## src/rtl/pca_pkg.sv

```systemverilog
package pca_pkg;
  localparam int CNT_W  = 16;
  localparam int BYTE_W = 8;
  localparam int MODE_W = 6;

  localparam int A_CTRL  = 0;
  localparam int A_FLAG  = 1;
  localparam int A_CNTLO = 2;
  localparam int A_CNTHI = 3;
  localparam int CH_STRIDE = 4;

  // Channel mode bits, MSB first: bit5 compare enable, bit4 capture on rise,
  // bit3 capture on fall, bit2 match flag enable, bit1 toggle, bit0 irq enable
  typedef struct packed {
    logic cmp_en;
    logic cap_rise;
    logic cap_fall;
    logic mat_en;
    logic tog_en;
    logic irq_en;
  } ch_mode_t;
endpackage

```

## src/rtl/pca_sync_edge.sv

```systemverilog
module pca_sync_edge #(
  parameter int STAGES = 2
) (
  input  logic clk,
  input  logic rst_n,
  input  logic din,
  output logic rise_o,
  output logic fall_o
);
  logic [STAGES-1:0] sync_q, sync_d;
  logic              prev_q;

  generate
    if (STAGES == 1) begin : g_one
      always_comb sync_d = din;
    end else begin : g_many
      always_comb sync_d = {sync_q[STAGES-2:0], din};
    end
  endgenerate

  always_ff @(posedge clk or negedge rst_n) begin
    if (!rst_n) begin
      sync_q <= '0;
      prev_q <= 1'b0;
    end else begin
      sync_q <= sync_d;
      prev_q <= sync_q[STAGES-1];
    end
  end

  assign rise_o =  sync_q[STAGES-1] & ~prev_q;
  assign fall_o = ~sync_q[STAGES-1] &  prev_q;

  // an edge is reported for a single cycle only
  p_edge_single_r4: assert property (@(posedge clk) disable iff (!rst_n)
    (rise_o || fall_o) |=> !(rise_o || fall_o));
endmodule

```

## src/rtl/pca_counter.sv

```systemverilog
module pca_counter
  import pca_pkg::*;
(
  input  logic              clk,
  input  logic              rst_n,
  input  logic              run_i,
  input  logic              tick_i,
  input  logic              wr_lo_i,
  input  logic              wr_hi_i,
  input  logic [BYTE_W-1:0] wdata_i,
  input  logic              ovf_clr_i,
  output logic [CNT_W-1:0]  cnt_o,
  output logic [CNT_W-1:0]  cnt_inc_o,
  output logic              step_o,
  output logic              ovf_o
);
  logic [CNT_W-1:0] cnt_q, cnt_d, cnt_inc;
  logic             ovf_q, ovf_d;
  logic             adv, wrap, step;

  always_comb begin
    adv     = run_i & tick_i;
    cnt_inc = cnt_q + CNT_W'(1);
    wrap    = adv & (&cnt_q);
    step    = adv & ~wr_lo_i & ~wr_hi_i;
    cnt_d   = cnt_q;
    if (adv)     cnt_d = cnt_inc;
    if (wr_lo_i) cnt_d[BYTE_W-1:0] = wdata_i;
    if (wr_hi_i) cnt_d[CNT_W-1:BYTE_W] = wdata_i;
    ovf_d   = wrap | (ovf_q & ~ovf_clr_i);
  end

  always_ff @(posedge clk or negedge rst_n) begin
    if (!rst_n) begin
      cnt_q <= '0;
      ovf_q <= 1'b0;
    end else begin
      cnt_q <= cnt_d;
      ovf_q <= ovf_d;
    end
  end

  assign cnt_o     = cnt_q;
  assign cnt_inc_o = cnt_inc;
  assign step_o    = step;
  assign ovf_o     = ovf_q;

  // counter holds unless running with a tick or written
  p_hold_r2: assert property (@(posedge clk) disable iff (!rst_n)
    (!(run_i && tick_i) && !wr_lo_i && !wr_hi_i) |=> $stable(cnt_q));
  // a clean step adds exactly one
  p_step_r2: assert property (@(posedge clk) disable iff (!rst_n)
    step |=> (cnt_q == $past(cnt_q) + CNT_W'(1)));
  // overflow flag is sticky until cleared
  p_ovf_sticky_r3: assert property (@(posedge clk) disable iff (!rst_n)
    (ovf_q && !ovf_clr_i) |=> ovf_q);
endmodule

```

## src/rtl/pca_channel.sv

```systemverilog
module pca_channel
  import pca_pkg::*;
(
  input  logic              clk,
  input  logic              rst_n,
  input  logic [CNT_W-1:0]  cnt_i,
  input  logic [CNT_W-1:0]  cnt_inc_i,
  input  logic              step_i,
  input  logic              rise_i,
  input  logic              fall_i,
  input  logic              mode_wr_i,
  input  logic              lo_wr_i,
  input  logic              hi_wr_i,
  input  logic [BYTE_W-1:0] wdata_i,
  input  logic              flag_clr_i,
  output ch_mode_t          mode_o,
  output logic [CNT_W-1:0]  val_o,
  output logic              flag_o,
  output logic              tgl_o
);
  ch_mode_t         mode_q, mode_d;
  logic [CNT_W-1:0] val_q, val_d;
  logic             flag_q, flag_d;
  logic             tgl_q, tgl_d;
  logic             cap_evt, match_evt;

  always_comb begin
    cap_evt   = (mode_q.cap_rise & rise_i) | (mode_q.cap_fall & fall_i);
    match_evt = step_i & mode_q.cmp_en & mode_q.mat_en & (cnt_inc_i == val_q);

    mode_d = mode_q;
    if (mode_wr_i) mode_d = ch_mode_t'(wdata_i[MODE_W-1:0]);
    if (lo_wr_i)   mode_d.cmp_en = 1'b0;
    if (hi_wr_i)   mode_d.cmp_en = 1'b1;

    val_d = val_q;
    if (cap_evt) val_d = cnt_i;
    if (lo_wr_i) val_d[BYTE_W-1:0] = wdata_i;
    if (hi_wr_i) val_d[CNT_W-1:BYTE_W] = wdata_i;

    flag_d = cap_evt | match_evt | (flag_q & ~flag_clr_i);
    tgl_d  = tgl_q ^ (match_evt & mode_q.tog_en);
  end

  always_ff @(posedge clk or negedge rst_n) begin
    if (!rst_n) begin
      mode_q <= '0;
      val_q  <= '0;
      flag_q <= 1'b0;
      tgl_q  <= 1'b0;
    end else begin
      mode_q <= mode_d;
      val_q  <= val_d;
      flag_q <= flag_d;
      tgl_q  <= tgl_d;
    end
  end

  assign mode_o = mode_q;
  assign val_o  = val_q;
  assign flag_o = flag_q;
  assign tgl_o  = tgl_q;

  // a capture without a bus write stores the counter seen at that edge
  p_capture_value_r4: assert property (@(posedge clk) disable iff (!rst_n)
    (cap_evt && !lo_wr_i && !hi_wr_i) |=> (val_q == $past(cnt_i)));
  // channel flag sticky until cleared
  p_flag_sticky_r6: assert property (@(posedge clk) disable iff (!rst_n)
    (flag_q && !flag_clr_i) |=> flag_q);
  // output only moves when the counter steps
  p_toggle_needs_step_r8: assert property (@(posedge clk) disable iff (!rst_n)
    !step_i |=> $stable(tgl_q));
  // low byte write disarms, high byte write arms
  p_lo_disarm_r9: assert property (@(posedge clk) disable iff (!rst_n)
    (lo_wr_i && !hi_wr_i) |=> !mode_q.cmp_en);
  p_hi_arm_r9: assert property (@(posedge clk) disable iff (!rst_n)
    hi_wr_i |=> mode_q.cmp_en);
endmodule

```

## src/rtl/pca_timer.sv

```systemverilog
module pca_timer
  import pca_pkg::*;
#(
  parameter int NUM_CH   = 2,
  parameter int SYNC_LEN = 2,
  localparam int ADDR_W  = $clog2(CH_STRIDE * (NUM_CH + 1))
) (
  input  logic              clk,
  input  logic              rst_n,
  input  logic [ADDR_W-1:0] reg_addr,
  input  logic              reg_wr,
  input  logic [7:0]        reg_wdata,
  output logic [7:0]        reg_rdata,
  input  logic              cnt_tick,
  input  logic [NUM_CH-1:0] ext_in,
  output logic [NUM_CH-1:0] tgl_out,
  output logic              irq
);
  logic             run_q, run_d, ovf_ie_q, ovf_ie_d;
  logic             ctrl_wr, flag_wr;
  logic [CNT_W-1:0] cnt, cnt_inc;
  logic             step, ovf;

  logic [NUM_CH-1:0]            ch_rise, ch_fall, ch_flag, ch_irq;
  logic [NUM_CH-1:0]            ch_mode_wr, ch_lo_wr, ch_hi_wr;
  ch_mode_t [NUM_CH-1:0]        ch_mode;
  logic [NUM_CH-1:0][CNT_W-1:0] ch_val;

  always_comb begin
    ctrl_wr  = reg_wr && (int'(reg_addr) == A_CTRL);
    flag_wr  = reg_wr && (int'(reg_addr) == A_FLAG);
    run_d    = run_q;
    ovf_ie_d = ovf_ie_q;
    if (ctrl_wr) begin
      run_d    = reg_wdata[0];
      ovf_ie_d = reg_wdata[1];
    end
  end

  always_ff @(posedge clk or negedge rst_n) begin
    if (!rst_n) begin
      run_q    <= 1'b0;
      ovf_ie_q <= 1'b0;
    end else begin
      run_q    <= run_d;
      ovf_ie_q <= ovf_ie_d;
    end
  end

  pca_counter u_cnt (
    .clk       (clk),
    .rst_n     (rst_n),
    .run_i     (run_q),
    .tick_i    (cnt_tick),
    .wr_lo_i   (reg_wr && (int'(reg_addr) == A_CNTLO)),
    .wr_hi_i   (reg_wr && (int'(reg_addr) == A_CNTHI)),
    .wdata_i   (reg_wdata),
    .ovf_clr_i (flag_wr && reg_wdata[0]),
    .cnt_o     (cnt),
    .cnt_inc_o (cnt_inc),
    .step_o    (step),
    .ovf_o     (ovf)
  );

  generate
    for (genvar c = 0; c < NUM_CH; c++) begin : g_ch
      localparam int BASE = CH_STRIDE * (c + 1);

      assign ch_mode_wr[c] = reg_wr && (int'(reg_addr) == BASE);
      assign ch_lo_wr[c]   = reg_wr && (int'(reg_addr) == BASE + 1);
      assign ch_hi_wr[c]   = reg_wr && (int'(reg_addr) == BASE + 2);

      pca_sync_edge #(.STAGES(SYNC_LEN)) u_sync (
        .clk    (clk),
        .rst_n  (rst_n),
        .din    (ext_in[c]),
        .rise_o (ch_rise[c]),
        .fall_o (ch_fall[c])
      );

      pca_channel u_ch (
        .clk        (clk),
        .rst_n      (rst_n),
        .cnt_i      (cnt),
        .cnt_inc_i  (cnt_inc),
        .step_i     (step),
        .rise_i     (ch_rise[c]),
        .fall_i     (ch_fall[c]),
        .mode_wr_i  (ch_mode_wr[c]),
        .lo_wr_i    (ch_lo_wr[c]),
        .hi_wr_i    (ch_hi_wr[c]),
        .wdata_i    (reg_wdata),
        .flag_clr_i (flag_wr && reg_wdata[1 + c]),
        .mode_o     (ch_mode[c]),
        .val_o      (ch_val[c]),
        .flag_o     (ch_flag[c]),
        .tgl_o      (tgl_out[c])
      );

      assign ch_irq[c] = ch_flag[c] & ch_mode[c].irq_en;
    end
  endgenerate

  assign irq = (ovf & ovf_ie_q) | (|ch_irq);

  always_comb begin
    reg_rdata = '0;
    case (int'(reg_addr))
      A_CTRL:  reg_rdata = {6'b0, ovf_ie_q, run_q};
      A_FLAG: begin
        reg_rdata[0] = ovf;
        for (int c = 0; c < NUM_CH; c++) reg_rdata[1 + c] = ch_flag[c];
      end
      A_CNTLO: reg_rdata = cnt[BYTE_W-1:0];
      A_CNTHI: reg_rdata = cnt[CNT_W-1:BYTE_W];
      default: begin
        for (int c = 0; c < NUM_CH; c++) begin
          if (int'(reg_addr) == CH_STRIDE * (c + 1))
            reg_rdata = {{(8 - MODE_W){1'b0}}, ch_mode[c]};
          if (int'(reg_addr) == CH_STRIDE * (c + 1) + 1)
            reg_rdata = ch_val[c][BYTE_W-1:0];
          if (int'(reg_addr) == CH_STRIDE * (c + 1) + 2)
            reg_rdata = ch_val[c][CNT_W-1:BYTE_W];
        end
      end
    endcase
  end

  // an interrupt needs some set flag behind it
  p_irq_source_r10: assert property (@(posedge clk) disable iff (!rst_n)
    irq |-> (ovf || (|ch_flag)));
  // the run bit follows control writes only
  p_run_write_r2: assert property (@(posedge clk) disable iff (!rst_n)
    !ctrl_wr |=> $stable(run_q));
endmodule

```

## config.mk

```make
export PLATFORM = sky130hd
export DESIGN_NAME = pca_timer
export DESIGN_NICKNAME = d
export VERILOG_FILES = /design/src/rtl/pca_pkg.sv /design/src/rtl/pca_sync_edge.sv /design/src/rtl/pca_counter.sv /design/src/rtl/pca_channel.sv /design/src/rtl/pca_timer.sv
export SDC_FILE = /design/constraint.sdc
export NUM_CORES = 1
export LEC_CHECK = 0
export BUFFER_PORTS_ARGS = -buffer_cell sky130_fd_sc_hd__buf_2
export CORE_ASPECT_RATIO = 1.25
export CORE_UTILIZATION = 55
export DETAILED_ROUTE_END_ITERATION = 12
export PLACE_DENSITY = 0.73
export SLEW_MARGIN = 40
export SYNTH_ARGS = -nofsm -noshare
export SYNTH_HDL_FRONTEND = slang
export SYNTH_SLANG_ARGS = --single-unit
```

## constraint.sdc

```tcl
create_clock -name clk -period 2.9 [get_ports clk]
set_input_delay 0.29 -clock clk [delete_from_list [all_inputs] [get_ports clk]]
set_output_delay 0.29 -clock clk [all_outputs]
set_load 0.01 [all_outputs]
```

==> summary.txt <==
Power
  – Worst vdd ir: between 0.0004 and 0.0005 V
  – Pwr Total: 4.60 mW
  – Leak: about 2.1 nW
  – PD cells: 885 mW/mm2

Finish
  – # diodes: 0
  – Share of post-route cells with drive strength above 1: roughly 17%
  – Area growth syn-to-layout: 8.86%
  – NumNets Final: 570
  – # fillers: 722

Floorplanning
  – Die H: 106 um
  – Core area: 0.00833 mm2
  – Cell Rows: 37
  – Initial core utilization: 57.3%
  – DIE WIDTH: 85.3 um
  – Die area: approximately 0.0091 mm2
  – Ports: 29

Clock tree
  – Clock root cell: clkbuf_8
  – Clk buf depth: 2
  – CTS tree: done
  – Clk_lat worst skew: approximately 0.37 ns
  – Sinks on Clock Net: 73
  – # H-tree levels: 3
  – Num CTS Buffers: 9
  – Clock transition at the registers of the reported paths: 0.08 ns
  – # resized after CTS: 0

Detailed routing
  – Wire per inst: 20.9 um
  – # DRC: 0
  – WL final: 13.7 mm
  – Via count: between 4000 and 5000
  – Starting DRT DRC Count: between 400 and 500
  – Drt first pass iters: 5
  – Remaining antenna violation count: 0
  – Vias/cell: 6.22

Worst setup path
  – Setup crit end kind: flop
  – Type of origin of the critical path: flop
  – Max incr delay on CP: 0.65 ns
  – Crit-path max FO: 12
  – CP delay by family, top: simple AND/OR/NAND/NOR gates
  – Setup CP Type: flop to flop
  – CP bufs+invs: 0
  – Critical Path RT: 3.15 ns
  – CP max stage cell: dfrtp_1
  – WP data arrival: 2.87 ns
  – CP cell instances: nand4_1, nor4_2, xnor2_1, or4b_1, a2111oi_2, nand4_1, xnor2_1

Logic synthesis
  – Post-Syn Instances: between 500 and 600
  – Share of the synthesized area in the top cell type: a little under two fifths
  – Post-synth EDFFs: 0
  – Sequential element share of the synthesized area: 38.3%
  – Ys Warns: 0
  – Main area contributors after synthesis: dfrtp_1, mux2i_1, xnor2_1
  – Post-synth ARST share: 100%
  – Synth area leader: dfrtp_1
  – Distinct cell type count after synthesis: 56
  – Most common cell in the netlist: dfrtp_1
  – #FFs+latches synth: 73
  – Synth top cells by count: dfrtp_1, nand2_1, nor2_1
  – Mapped cell area: between 0.004 and 0.005 mm2
  – Avg Cell Area, Syn: 8.97 um2
  – Top_reg_cell synth: dfrtp_1
  – Syn_nets: 551

Place
  – HPWL after DPL: 10.1 mm
  – Global placement routability congestion: 1.02
  – IO Port Bufs: 28

Worst hold path
  – Hold crit path type: input pin to flop

GRT
  – First-pass GRT wire length: 21.4 mm
  – Vias in the first global route: 3895
  – GRT Resource Usage Total: 32.2%
  – Grt total ovfl: 0
  – Initial antenna violation count: 0
  – Largest net degree at the start of global routing: 74

STA
  – Highest Clock Rate: 381 MHz
  – Fin crit period: 2.62 ns
  – RSZ-0062 raised after global routing: false
  – Hold Fails Final Rpt: 0
  – Pins Over Slew Limit: 0
  – Setup TNS: 0 ns
  – Tcrit/Tclk final: 90.5%
  – Max_slew headroom: 54.4%
  – Final setup vio count: 0
  – Worst-Margin Slew: 0.682 ns
  – Worst clock skew: 0.00942 ns

Run status
  – Status: finished clean

Job
  – Max Cap Viol: 0
layer usage:
metal  wire length, um  GRT usage (%)  up-vias
li1                  -              -     1891
met1              5700           43.0     1952
met2              6370           50.6      180
met3               955           5.43       41
met4               637           16.1        0
met5                 0              0        -
worst register-to-register path, stage by stage, from the launching register on:
cell       delay [ns]
dfrtp_1          0.65
nand4_1          0.29
nor4_2           0.30
xnor2_1          0.17
or4b_1           0.46
a2111oi_2        0.34
nand4_1          0.16
xnor2_1          0.15
stage by stage:
| stage | instances | utilization [%] | setup WS (ns) | cell area [um2] | hold slack [ns] |
|---|---|---|---|---|---|
| floorplan | 532 | - | 0.347 | 4770 | -0.00559 |
| global placement | 636 | 60.2 | 0.322 | 5020 | 0.343 |
| detailed placement | 636 | 60.3 | 0.298 | 5020 | 0.340 |
| CTS | 653 | 62.3 | 0.279 | 5190 | 0.0183 |
| global route | 653 | 62.3 | 0.0226 | 5190 | 0.0124 |
| finish | 653 | 62.3 | 0.276 | 5190 | 0.0286 |
registers in the layout, summed over array words and instances, names as in the netlist, 2 cells and up:
register / cells
g_ch.u_ch.val_o: 32
u_cnt.cnt_o: 16
g_ch.u_ch.mode_o: 12
g_ch.u_sync.sync_q: 4
g_ch.u_ch.flag_o: 2
g_ch.u_ch.tgl_o: 2
g_ch.u_sync.prev_q: 2
report_power, final:
group          switching [mW]  total [mW]  leakage [nW]  internal (mW)
combinational            1.12        2.06          1.16          0.941
clock                   0.388       0.696        0.0753          0.307
sequential              0.472        1.84         0.874           1.37
path summary, 6_finish.rpt:
kind / endpoint / cells past startpoint / start / slack, ns
min in group asynchronous: g_ch[0].u_ch.val_o[8]$_DFFE_PN0P_ / 2 / rst_n / 0.49
max in group asynchronous: g_ch[0].u_ch.val_o[15]$_DFFE_PN0P_ / 2 / rst_n / 1.92
max: g_ch[0].u_ch.tgl_o$_DFF_PN0_ / 7 / u_cnt.cnt_o[2]$_DFFE_PN0P_ / 0.28
max reg2reg: g_ch[0].u_ch.tgl_o$_DFF_PN0_ / 7 / u_cnt.cnt_o[2]$_DFFE_PN0P_ / 0.28
min: g_ch[0].u_sync.sync_q[0]$_DFF_PN0_ / 1 / ext_in[0] / 0.03
min reg2reg: g_ch[0].u_sync.sync_q[1]$_DFF_PN0_ / 0 / g_ch[0].u_sync.sync_q[0]$_DFF_PN0_ / 0.35
final cells by class:
cell class | instances | area [um2] | share of cell area [%]
Multi-Input combinational cell | 409 | 2730 | 52.6
Sequential cell | 73 | 1830 | 35.2
Timing Repair Buffer | 52 | 329 | 6.33
Clock buffer | 11 | 131 | 2.53
Tap cell | 97 | 121 | 2.34
Clock inverter | 5 | 32.5 | 0.626
Inverter | 6 | 22.5 | 0.434
cell usage in the layout, fill, tap and decap left out, types with 3 or more instances in the layout:
| cell | Yosys | routed |
|---|---|---|
| xnor2_1 | 40 | 40 |
| inv_1 | 6 | 6 |
| mux2i_1 | 50 | 50 |
| o21ai_0 | 27 | 25 |
| nand3_1 | 10 | 10 |
| nor2b_1 | 4 | 4 |
| buf_4 | 5 | 23 |
| a211oi_1 | 3 | 3 |
| clkbuf_8 | 0 | 9 |
| nor2_1 | 57 | 57 |
| clkinvlp_4 | 0 | 3 |
| nand3b_1 | 3 | 3 |
| o221ai_1 | 5 | 5 |
| mux2_2 | 15 | 15 |
| nor3_1 | 8 | 8 |
| a21oi_1 | 50 | 50 |
| nand2_1 | 62 | 62 |
| nand4_1 | 6 | 6 |
| buf_2 | 6 | 27 |
| dfrtp_1 | 73 | 73 |
| xor2_1 | 20 | 20 |
| nor4_1 | 6 | 6 |
repair_timing:
item / 4_1_cts / 5_1_grt
endpoints found under the hold margin: 73 / 0
setup buffers: 0 / 0
hold buffers: 1 / 0
cell families (layout without fill, tap and decap cells):
logic type / count (synthesis) / in the layout / share of synthesized area, %
flops: 73 / 73 / 38.3
fa+ha+maj: 1 / 1 / 0.262
compound gates: 107 / 107 / 13.8
simple gates: 174 / 174 / 17.0
buf+inv: 50 / 74 / 4.64
mux: 67 / 67 / 15.0
xor+xnor: 60 / 60 / 11.0
No activity file was read; power rests on OpenSTA's default activity.
